===== src/rtl/pin_irq_pkg.sv =====
package pin_irq_pkg;

    localparam int unsigned ADDR_W = 5;

    typedef enum logic [2:0] {
        SEL_ENABLE = 3'd0,
        SEL_TYPE0  = 3'd1,
        SEL_TYPE1  = 3'd2,
        SEL_TYPE2  = 3'd3,
        SEL_STATUS = 3'd4,
        SEL_NONE   = 3'd7
    } reg_sel_e;

    function automatic reg_sel_e decode_addr(input logic [ADDR_W-1:0] a);
        reg_sel_e s;
        case (a)
            5'h00:   s = SEL_ENABLE;
            5'h04:   s = SEL_TYPE0;
            5'h08:   s = SEL_TYPE1;
            5'h0C:   s = SEL_TYPE2;
            5'h10:   s = SEL_STATUS;
            default: s = SEL_NONE;
        endcase
        return s;
    endfunction

endpackage


===== src/rtl/pin_irq_regs.sv =====
module pin_irq_regs
    import pin_irq_pkg::*;
#(
    parameter int unsigned NPINS = 32
) (
    input  logic                clk,
    input  logic                rst_n,
    input  logic                reg_wr,
    input  logic [ADDR_W-1:0]   reg_addr,
    input  logic [NPINS-1:0]    reg_wdata,
    input  logic [NPINS-1:0]    status_i,
    output logic [NPINS-1:0]    reg_rdata,
    output logic [NPINS-1:0]    enable_o,
    output logic [NPINS-1:0]    type0_o,
    output logic [NPINS-1:0]    type1_o,
    output logic [NPINS-1:0]    type2_o,
    output logic [NPINS-1:0]    clr_o
);

    reg_sel_e         sel;
    logic [NPINS-1:0] enable_q, type0_q, type1_q, type2_q;

    assign sel = decode_addr(reg_addr);

    always_ff @(posedge clk or negedge rst_n) begin
        if (!rst_n) begin
            enable_q <= '0;
            type0_q  <= '0;
            type1_q  <= '0;
            type2_q  <= '0;
        end else if (reg_wr) begin
            unique case (sel)
                SEL_ENABLE: enable_q <= reg_wdata;
                SEL_TYPE0:  type0_q  <= reg_wdata;
                SEL_TYPE1:  type1_q  <= reg_wdata;
                SEL_TYPE2:  type2_q  <= reg_wdata;
                default:    ;
            endcase
        end
    end

    always_comb begin
        unique case (sel)
            SEL_ENABLE: reg_rdata = enable_q;
            SEL_TYPE0:  reg_rdata = type0_q;
            SEL_TYPE1:  reg_rdata = type1_q;
            SEL_TYPE2:  reg_rdata = type2_q;
            SEL_STATUS: reg_rdata = status_i;
            default:    reg_rdata = '0;
        endcase
    end

    assign clr_o    = (reg_wr && sel == SEL_STATUS) ? reg_wdata : '0;
    assign enable_o = enable_q;
    assign type0_o  = type0_q;
    assign type1_o  = type1_q;
    assign type2_o  = type2_q;

    AST_CFG_HOLD: assert property (@(posedge clk) disable iff (!rst_n)
        !reg_wr |=> ($stable(enable_q) && $stable(type0_q) && $stable(type1_q) && $stable(type2_q)));

endmodule


===== src/rtl/pin_irq_detect.sv =====
module pin_irq_detect #(
    parameter int unsigned NPINS = 32
) (
    input  logic             clk,
    input  logic             rst_n,
    input  logic [NPINS-1:0] pin_i,
    input  logic [NPINS-1:0] type0_i,
    input  logic [NPINS-1:0] type1_i,
    input  logic [NPINS-1:0] type2_i,
    output logic [NPINS-1:0] evt_o
);

    logic [NPINS-1:0] pin_q;

    always_ff @(posedge clk or negedge rst_n) begin
        if (!rst_n) pin_q <= '0;
        else        pin_q <= pin_i;
    end

    for (genvar g = 0; g < NPINS; g++) begin : g_pin
        logic rise, fall, edge_hit, level_hit;
        always_comb begin
            rise      = pin_i[g] & ~pin_q[g];
            fall      = ~pin_i[g] & pin_q[g];
            if (type2_i[g])
                edge_hit = rise | fall;
            else
                edge_hit = type0_i[g] ? rise : fall;
            level_hit = type0_i[g] ? pin_i[g] : ~pin_i[g];
            evt_o[g]  = type1_i[g] ? level_hit : edge_hit;
        end
    end

    AST_EDGE_NEEDS_CHANGE: assert property (@(posedge clk) disable iff (!rst_n)
        ((evt_o & ~type1_i & ~(pin_i ^ pin_q)) == '0));
    AST_LEVEL_MATCHES: assert property (@(posedge clk) disable iff (!rst_n)
        ((evt_o & type1_i & (pin_i ^ type0_i)) == '0));

endmodule


===== src/rtl/pin_irq_status.sv =====
module pin_irq_status #(
    parameter int unsigned NPINS = 32
) (
    input  logic             clk,
    input  logic             rst_n,
    input  logic [NPINS-1:0] evt_i,
    input  logic [NPINS-1:0] enable_i,
    input  logic [NPINS-1:0] clr_i,
    output logic [NPINS-1:0] status_o
);

    logic [NPINS-1:0] status_q, set_mask;

    assign set_mask = evt_i & enable_i;

    always_ff @(posedge clk or negedge rst_n) begin
        if (!rst_n) status_q <= '0;
        else        status_q <= (status_q & ~clr_i) | set_mask;
    end

    assign status_o = status_q;

    AST_CLEAR_TAKES: assert property (@(posedge clk) disable iff (!rst_n)
        1'b1 |=> ((status_q & $past(clr_i & ~set_mask)) == '0));
    AST_EVENT_WINS: assert property (@(posedge clk) disable iff (!rst_n)
        1'b1 |=> ((status_q & $past(set_mask)) == $past(set_mask)));
    AST_NO_SPONTANEOUS: assert property (@(posedge clk) disable iff (!rst_n)
        1'b1 |=> ((status_q & ~$past(status_q) & ~$past(evt_i & enable_i)) == '0));

endmodule


===== src/rtl/pin_irq_trigger.sv =====
module pin_irq_trigger
    import pin_irq_pkg::*;
#(
    parameter int unsigned NPINS = 32
) (
    input  logic              clk,
    input  logic              rst_n,
    input  logic [NPINS-1:0]  pin_in,
    input  logic              reg_wr,
    input  logic [ADDR_W-1:0] reg_addr,
    input  logic [NPINS-1:0]  reg_wdata,
    output logic [NPINS-1:0]  reg_rdata,
    output logic              irq_out
);

    logic [NPINS-1:0] enable_w, type0_w, type1_w, type2_w, clr_w, evt_w, status_w;

    pin_irq_regs #(.NPINS(NPINS)) u_regs (
        .clk(clk), .rst_n(rst_n), .reg_wr(reg_wr), .reg_addr(reg_addr),
        .reg_wdata(reg_wdata), .status_i(status_w), .reg_rdata(reg_rdata),
        .enable_o(enable_w), .type0_o(type0_w), .type1_o(type1_w),
        .type2_o(type2_w), .clr_o(clr_w)
    );

    pin_irq_detect #(.NPINS(NPINS)) u_detect (
        .clk(clk), .rst_n(rst_n), .pin_i(pin_in), .type0_i(type0_w),
        .type1_i(type1_w), .type2_i(type2_w), .evt_o(evt_w)
    );

    pin_irq_status #(.NPINS(NPINS)) u_status (
        .clk(clk), .rst_n(rst_n), .evt_i(evt_w), .enable_i(enable_w),
        .clr_i(clr_w), .status_o(status_w)
    );

    assign irq_out = |(status_w & enable_w);

    AST_IRQ_NEEDS_SOURCE: assert property (@(posedge clk) disable iff (!rst_n)
        irq_out |-> (status_w != '0));

endmodule


===== config.mk =====
export PLATFORM = sky130hd
export DESIGN_NAME = pin_irq_trigger
export DESIGN_NICKNAME = d
export VERILOG_FILES = /design/src/rtl/pin_irq_pkg.sv /design/src/rtl/pin_irq_regs.sv /design/src/rtl/pin_irq_detect.sv /design/src/rtl/pin_irq_status.sv /design/src/rtl/pin_irq_trigger.sv
export SDC_FILE = /design/constraint.sdc
export NUM_CORES = 1
export LEC_CHECK = 0
export ABC_AREA = 0
export BUFFER_PORTS_ARGS = -buffer_cell sky130_fd_sc_hd__buf_2
export CELL_PAD_IN_SITES_DETAIL_PLACEMENT = 2
export CELL_PAD_IN_SITES_GLOBAL_PLACEMENT = 2
export CORE_UTILIZATION = 37
export DETAILED_ROUTE_END_ITERATION = 12
export GPL_ROUTABILITY_DRIVEN = 0
export PLACE_DENSITY_LB_ADDON = 0.08
export REMOVE_ABC_BUFFERS = 1
export SLEW_MARGIN = 10
export SYNTH_ARGS = -nofsm -noshare
export SYNTH_HDL_FRONTEND = slang
export SYNTH_SLANG_ARGS = --single-unit

===== constraint.sdc =====
create_clock -name clk -period 1.95 [get_ports clk]
set_input_delay 0.2925 -clock clk [delete_from_list [all_inputs] [get_ports clk]]
set_output_delay 0.2925 -clock clk [all_outputs]
set_load 0.05 [all_outputs]

==> impl_metrics.env, run 1 <==
export IMPL_ys_seq_elements=192
export IMPL_finalCriticalPeriod_ps=2330
export IMPL_num_nets_final=1227
export IMPL_drc=0
export IMPL_drv_cap=0
export IMPL_final_util_pct=50.2
export IMPL_cts_tree="built"
export IMPL_cts_clk_slew_worst_paths_ps=70
export IMPL_ctsRootBufferMaster="clkbuf_16"
export IMPL_required_ps=1660
export IMPL_htree_levels=4
export IMPL_fp_dieW_um=173
export IMPL_synthToLayoutAreaGrowth_pct=33.6
export IMPL_fin_area_um2=14400
export IMPL_avgSynthCellArea_um2=11.9
export IMPL_max_freq_mhz=430
export IMPL_ys_warn_count=0
export IMPL_path_class="register to output port"
export IMPL_setup_viol=15
export IMPL_row_count=62
export IMPL_layout_setup_ws_ps=-378
export IMPL_grt_pass1_wl_um=54100
export IMPL_clk_insertion_delay_late_ps=450
export IMPL_cp_max_fo=3
export IMPL_power_density_nw_per_um2=861
export IMPL_wl_met1_um=15600
export IMPL_vias=8008
export IMPL_fp_dieH_um=173
export IMPL_reg2reg_from="u_detect.pin_q[28]"
export IMPL_route_met2_wl_um=17100
export IMPL_outcome="finished with violations"
export IMPL_slew_viol_final=0
export IMPL_netlist_instances=906
export IMPL_ir_worst_vdd_v=0.000512
export IMPL_place_area_um2=12300
export IMPL_hold_violations=0
export IMPL_drt_vias_per_instance=5.39
export IMPL_failed_checks="negative setup slack"
export IMPL_critPathLaunchType="register"
export IMPL_reg2reg_depth=5
export IMPL_grt_ovfl_total=0
export IMPL_io_buffer_count=104
export IMPL_synth_area_um2=10800
export IMPL_ys_types=27
export IMPL_drt_wirelength_per_cell_um=23.2
export IMPL_dr_wl_met3_um=1140
export IMPL_drtIter0Drc=360
export IMPL_dr_pass1_iters=4
export IMPL_total_power_mw=12.4
export IMPL_hold_path_class="input port to register"
export IMPL_min_from="pin_in[30]"
export IMPL_whs_path_depth=1
export IMPL_cts_sinks=192
export IMPL_grt_max_degree=52
export IMPL_drive_above_1_share_pct=38.1
export IMPL_final_seq_area_um2=4800
export IMPL_worstPathArrival_ps=2040
export IMPL_num_fill_cells=2787
export IMPL_setup_tns_ps=-1060
export IMPL_place_hpwl_um=21300
export IMPL_hold_path_endpoint="u_detect.pin_q[30]"
export IMPL_timing_rr_end="u_status.status_o[28]"
export IMPL_clockBufferDepth=2
export IMPL_hold_ws_ps=15.4
export IMPL_first_global_vias=9101
export IMPL_ant_nets=0
export IMPL_leakage_nw=6.95
export IMPL_worstSetupEndpointType="output port"
export IMPL_multiInputGateArea_um2=5970
export IMPL_relSlewSlack_pct=70.6
export IMPL_grtUsageTotal_pct=23.6
export IMPL_core_um2=28700
export IMPL_dieArea_um2=29800
export IMPL_wl_um=34500
export IMPL_seq_area_frac_synth_pct=44.6
export IMPL_cts_buffers=17
export IMPL_rsz0062_at_grt="yes"
export IMPL_dr_max_layer_used="met4"
export IMPL_rrSetupSlack_ps=590
export IMPL_fin_crit_sh_pct=119
export IMPL_ios=105
export IMPL_worst_pin_slew_ps=428
export IMPL_antenna_found_initial=1
export IMPL_finalClockSkew_ps=9.62
export IMPL_initial_core_util_pct=37.6
[per-stage QoR]
step / setup slack, ps / instances
2_1_floorplan: -1730 / 863
3_3_place_gp: -264 / 1417
3_5_place_dp: -272 / 1417
4_1_cts: -380 / 1474
5_1_grt: -454 / 1486
6_report: -378 / 1487
[critical path, stage by stage, from the launching register on]
cell and delay, ps:
dfrtp_1 400, a22oi_1 260, nand4_1 270, or4_4 490, buf_6 170
[registers in the layout, summed over array words and instances, names as in the netlist]
name and flops:
u_regs.type1_o 32, u_regs.enable_o 32, u_regs.type0_o 32, u_detect.pin_q 32, u_status.status_o 32, u_regs.type2_o 32
[routing by layer]
layer	global-route usage [%]	vias up
met5	0	-
met4	5.83	0
met3	4.05	35
met2	40.3	124
met1	31.2	4222
li1	-	3627
[repair_timing]
item,in CTS,in global routing
hold endpoints to repair,47,0
endpoints found under the setup margin,33,33
buffers inserted,8,14
cloned,4,2
pin swaps,17,11
hold buffers,16,0
resized for setup,135,62
[report_power, final]
| part | total (mW) | leakage [nW] | switching (mW) | internal [mW] |
|---|---|---|---|---|
| Combinational | 3.13 | 4.35 | 1.49 | 1.64 |
| Clock | 3.85 | 0.291 | 1.60 | 2.26 |
| Sequential | 5.43 | 2.31 | 0.764 | 4.67 |
[how the worst max path moves through the flow]
stage,to,cells past startpoint,start,slack (ps)
5_1_grt,irq_out,4,u_regs.enable_o[2],-450
2_1_floorplan,u_regs.type1_o[0],3,reg_addr[4],-1730
3_5_place_dp,u_regs.type0_o[26],5,reg_addr[4],-270
4_1_cts,irq_out,4,u_regs.enable_o[18],-380
3_3_place_gp,reg_rdata[9],6,reg_addr[3],-260
6_report,irq_out,4,u_status.status_o[27],-380
[area by class of cell]
class / count / share of cell area [%]
Multi-Input combinational cell: 543 / 41.4
Sequential cell: 192 / 33.3
Timing Repair Buffer: 209 / 14.2
Inverter: 128 / 3.33
Tap cell: 384 / 3.33
Clock buffer: 19 / 3.00
Clock inverter: 11 / 1.32
Antenna cell: 1 / 0.0174
[cell families (layout without fill, tap and decap cells)]
kind of cell	after synthesis	after routing	synth area share [%]
muxes	256	256	26.3
xor gates and xnor gates	32	32	2.60
DFF	192	192	44.6
buffers and inverters	171	367	6.29
AOI/OAI and AO/OA	112	112	8.54
and+or+nand+nor	79	79	4.30
adders and majority gates	64	64	7.43
other	0	1	0
[synth_stat cells]
cell        n  area share (%)
dfrtp_1   192              45
inv_1     128             4.5
mux2i_1   128              12
mux2_2     98              10
ha_1       64             7.4
nand3_1    33             1.5
a311o_1    32             3.0
a31oi_1    32             1.9
and3_1     32             1.9
o221ai_1   32             2.6
xnor2_1    32             2.6
clkbuf_1   30             1.0
mux2_4     30             4.2
a22oi_1    16             1.1
buf_2       5            0.23
buf_1       4            0.14
buf_6       4            0.42
nand4_1     4            0.23
or4_1       2            0.14
and2_1      1           0.058
nand2_1     1           0.035
nand3b_1    1           0.070
nor2_1      1           0.035
nor4_1      1           0.058
nor4_2      1            0.12
or3b_1      1           0.081
or4b_1      1           0.093
[placed cells by master (no fill, tap or decap), types with 4 or more instances in the layout]
| cell | count |
|---|---|
| nand3_1 | 11 |
| buf_4 | 52 |
| bufinv_16 | 5 |
| nand3_2 | 15 |
| nand3_4 | 7 |
| xnor2_1 | 32 |
| a311o_1 | 32 |
| mux2_4 | 30 |
| a31oi_1 | 32 |
| mux2i_1 | 126 |
| and3_1 | 32 |
| dlygate4sd3_1 | 16 |
| nand4_1 | 4 |
| o221ai_2 | 12 |
| inv_1 | 128 |
| buf_12 | 28 |
| o221ai_4 | 20 |
| buf_6 | 40 |
| ha_1 | 64 |
| dfrtp_1 | 192 |
| clkbuf_16 | 19 |
| mux2_2 | 98 |
| a22oi_2 | 8 |
| a22oi_1 | 8 |
| buf_2 | 65 |
| clkinvlp_4 | 4 |
(Power assumes the default switching activity.)
==> run 2, diff against run 1 <==
Settings changed: REMOVE_ABC_BUFFERS 1 to not set.
==> run 2 against run 1 <==
Net effect: the flow still finishes with violations (negative setup slack); non-clock buffer count rose by 5; utilization fell by 0.16 points; critical path type unchanged; clock-buffer cell count rose by 1; setup slack got worse by 0.76 ps; critical path depth rose by 1; worst hold slack got worse by 4.9 ps; via count rose by 0.47%; largest cell class unchanged; sequential power barely moved; register-to-register slack barely moved; die area did not move; clock power fell by 12%; fmax barely moved; largest power group unchanged.
==> impl_metrics.env, run 2 (synthesis gave the netlist of run 1 again) <==
export IMPL_drt_vias_per_instance=5.38
export IMPL_cpPeakStageDelay_ps=590
export IMPL_rsz0062_at_grt="yes"
export IMPL_min_from="pin_in[18]"
export IMPL_drv_cap=0
export IMPL_place_hpwl_um=22500
export IMPL_hold_path_endpoint="u_detect.pin_q[18]"
export IMPL_p_clk_share_pct=27.8
export IMPL_worst_pin_slew_ps=425
export IMPL_power_density_nw_per_um2=849
export IMPL_antenna_found_initial=2
export IMPL_total_power_mw=12.2
export IMPL_row_count=62
export IMPL_fin_area_um2=14400
export IMPL_setup_viol=31
export IMPL_layout_setup_ws_ps=-378
export IMPL_p_sw_share_pct=33.6
export IMPL_cp_max_fo=2
export IMPL_grt_pass1_wl_um=54900
export IMPL_grt_max_degree=50
export IMPL_drt_wirelength_per_cell_um=24.1
export IMPL_whs_path_depth=1
export IMPL_finalClockSkew_ps=10.7
export IMPL_layout_commonest_cell="dfrtp_1"
export IMPL_worstSetupEndpointType="output port"
export IMPL_ant_nets=0
export IMPL_htree_levels=4
export IMPL_cts_sinks=192
export IMPL_reg2reg_from="u_detect.pin_q[23]"
export IMPL_failed_checks="negative setup slack"
export IMPL_initial_core_util_pct=37.6
export IMPL_drive_above_1_share_pct=38.6
export IMPL_fp_dieH_um=173
export IMPL_dr_pass1_iters=6
export IMPL_ios=105
export IMPL_reg2reg_depth=5
export IMPL_grt_ovfl_total=0
export IMPL_hold_path_class="input port to register"
export IMPL_synth_fp_nets=1042
export IMPL_cts_clk_slew_worst_paths_ps=80
export IMPL_pwr_share_comb_pct=27.7
export IMPL_relSlewSlack_pct=70.8
export IMPL_hold_violations=0
export IMPL_wl_um=36100
export IMPL_final_cell_mix="dfrtp_1, inv_1, mux2i_1"
export IMPL_slew_viol_final=0
export IMPL_core_um2=28700
export IMPL_rrSetupSlack_ps=580
export IMPL_vias=8046
export IMPL_cp_num_buf_inv=2
export IMPL_clockBufferDepth=2
export IMPL_max_freq_mhz=429
export IMPL_dieArea_um2=29800
export IMPL_path_class="register to output port"
export IMPL_setup_tns_ps=-1460
export IMPL_ir_worst_vdd_v=0.000530
export IMPL_internal_power_mw=8.10
export IMPL_place_area_um2=13100
export IMPL_drtIter0Drc=310
export IMPL_cts_buffers=17
export IMPL_timing_rr_end="u_status.status_o[23]"
export IMPL_cts_tree="built"
export IMPL_worstPathArrival_ps=2040
export IMPL_crit_slowest_cell="or4_4"
export IMPL_ctsRootBufferMaster="clkbuf_16"
export IMPL_drc=0
export IMPL_p_switching_mw=4.09
export IMPL_fin_crit_sh_pct=119
export IMPL_num_nets_final=1233
export IMPL_seq_power_share_pct=44.5
export IMPL_synthToLayoutAreaGrowth_pct=33.2
export IMPL_first_global_vias=9048
export IMPL_grtUsageTotal_pct=24.0
export IMPL_finalCriticalPeriod_ps=2330
export IMPL_outcome="finished with violations"
export IMPL_leakage_nw=6.94
export IMPL_fp_dieW_um=173
export IMPL_cp_top_family="simple AND/OR/NAND/NOR gates"
export IMPL_io_buffer_count=104
export IMPL_critPathLaunch="u_status.status_o[25]"
export IMPL_critPathLaunchType="register"
export IMPL_path_cells="a22oi_2 > buf_4 > nand4_1 > or4_4 > buf_8"
export IMPL_clk_insertion_delay_late_ps=440
export IMPL_required_ps=1660
run 2: cell count changes in the layout (fill, tap and decap cells not counted), moves of 8 or more:
cell	delta
nand3_1	+13
o221ai_4	+12
buf_4	+18
dlygate4sd3_1	-12
o221ai_2	-12
buf_12	-8
run 2: timing repair:
item | 4_1_cts | 5_1_grt
pin swaps | 5 | 32
setup buffers | 8 | 4
cloned | 1 | 7
hold endpoints to repair | 48 | 0
hold buffers | 4 | 0
resized for setup | 72 | 41
setup endpoints to repair | 33 | 31
run 2: worst max-delay path by stage:
| stage | endpoint | slack [ps] | depth (start not counted) |
|---|---|---|---|
| finish | irq_out | -380 | 5 |
| CTS | irq_out | -380 | 5 |
| global route | irq_out | -450 | 5 |
| global placement | u_regs.type0_o[10] | -160 | 5 |
| floorplan | reg_rdata[10] | -160 | 5 |
| detailed placement | u_regs.type0_o[2] | -190 | 5 |
run 2: per-stage QoR:
step | setup slack [ps] | hold slack [ps] | cells | utilization (%)
finish | -378 | 10.5 | 1495 | 50.1
detailed placement | -194 | 282 | 1440 | 45.5
CTS | -377 | 0.148 | 1484 | 48.8
floorplan | -161 | -3.09 | 906 | -
global route | -454 | 1.77 | 1494 | 50.0
global placement | -165 | 283 | 1440 | 45.5
run 2: power by group through the flow:
| stage | combinational (mW) | clock (mW) | sequential [mW] |
|---|---|---|---|
| floorplan | 1.98 | 0 | 5.27 |
| detailed placement | 3.18 | 0 | 5.45 |
| global route | 3.65 | 3.61 | 5.52 |
| CTS | 3.31 | 3.47 | 5.40 |
| global placement | 3.07 | 0 | 5.41 |
| finish | 3.37 | 3.39 | 5.43 |
run 2: area by class of cell:
cell class / count / area, um2
diodes: 1 / 2.50
repair buffers: 214 / 2040
clock buffers: 20 / 437
multi-input cells: 544 / 6020
well taps: 384 / 480
clock inverters: 12 / 106
inverters: 128 / 480
flip-flops and latches: 192 / 4800
fillers: 2802 / 14300
run 2: worst reg2reg max path: cells and delay by family, from the launching register on:
family                   cells  cell delay (ps)
AO/OA/AOI/OAI                1              380
adder cells (fa/ha/maj)      1              170
buffers and inverters        1               60
flip-flops                   1              380
multiplexers                 2              260
run 2: per-layer routing:
metal | global-route usage [%] | vias up | routed length, um
li1 | - | 3663 | -
met5 | 0 | - | 27
met2 | 42.3 | 108 | 18400
met4 | 5.64 | 4 | 548
met3 | 2.86 | 36 | 768
met1 | 31.5 | 4235 | 16300
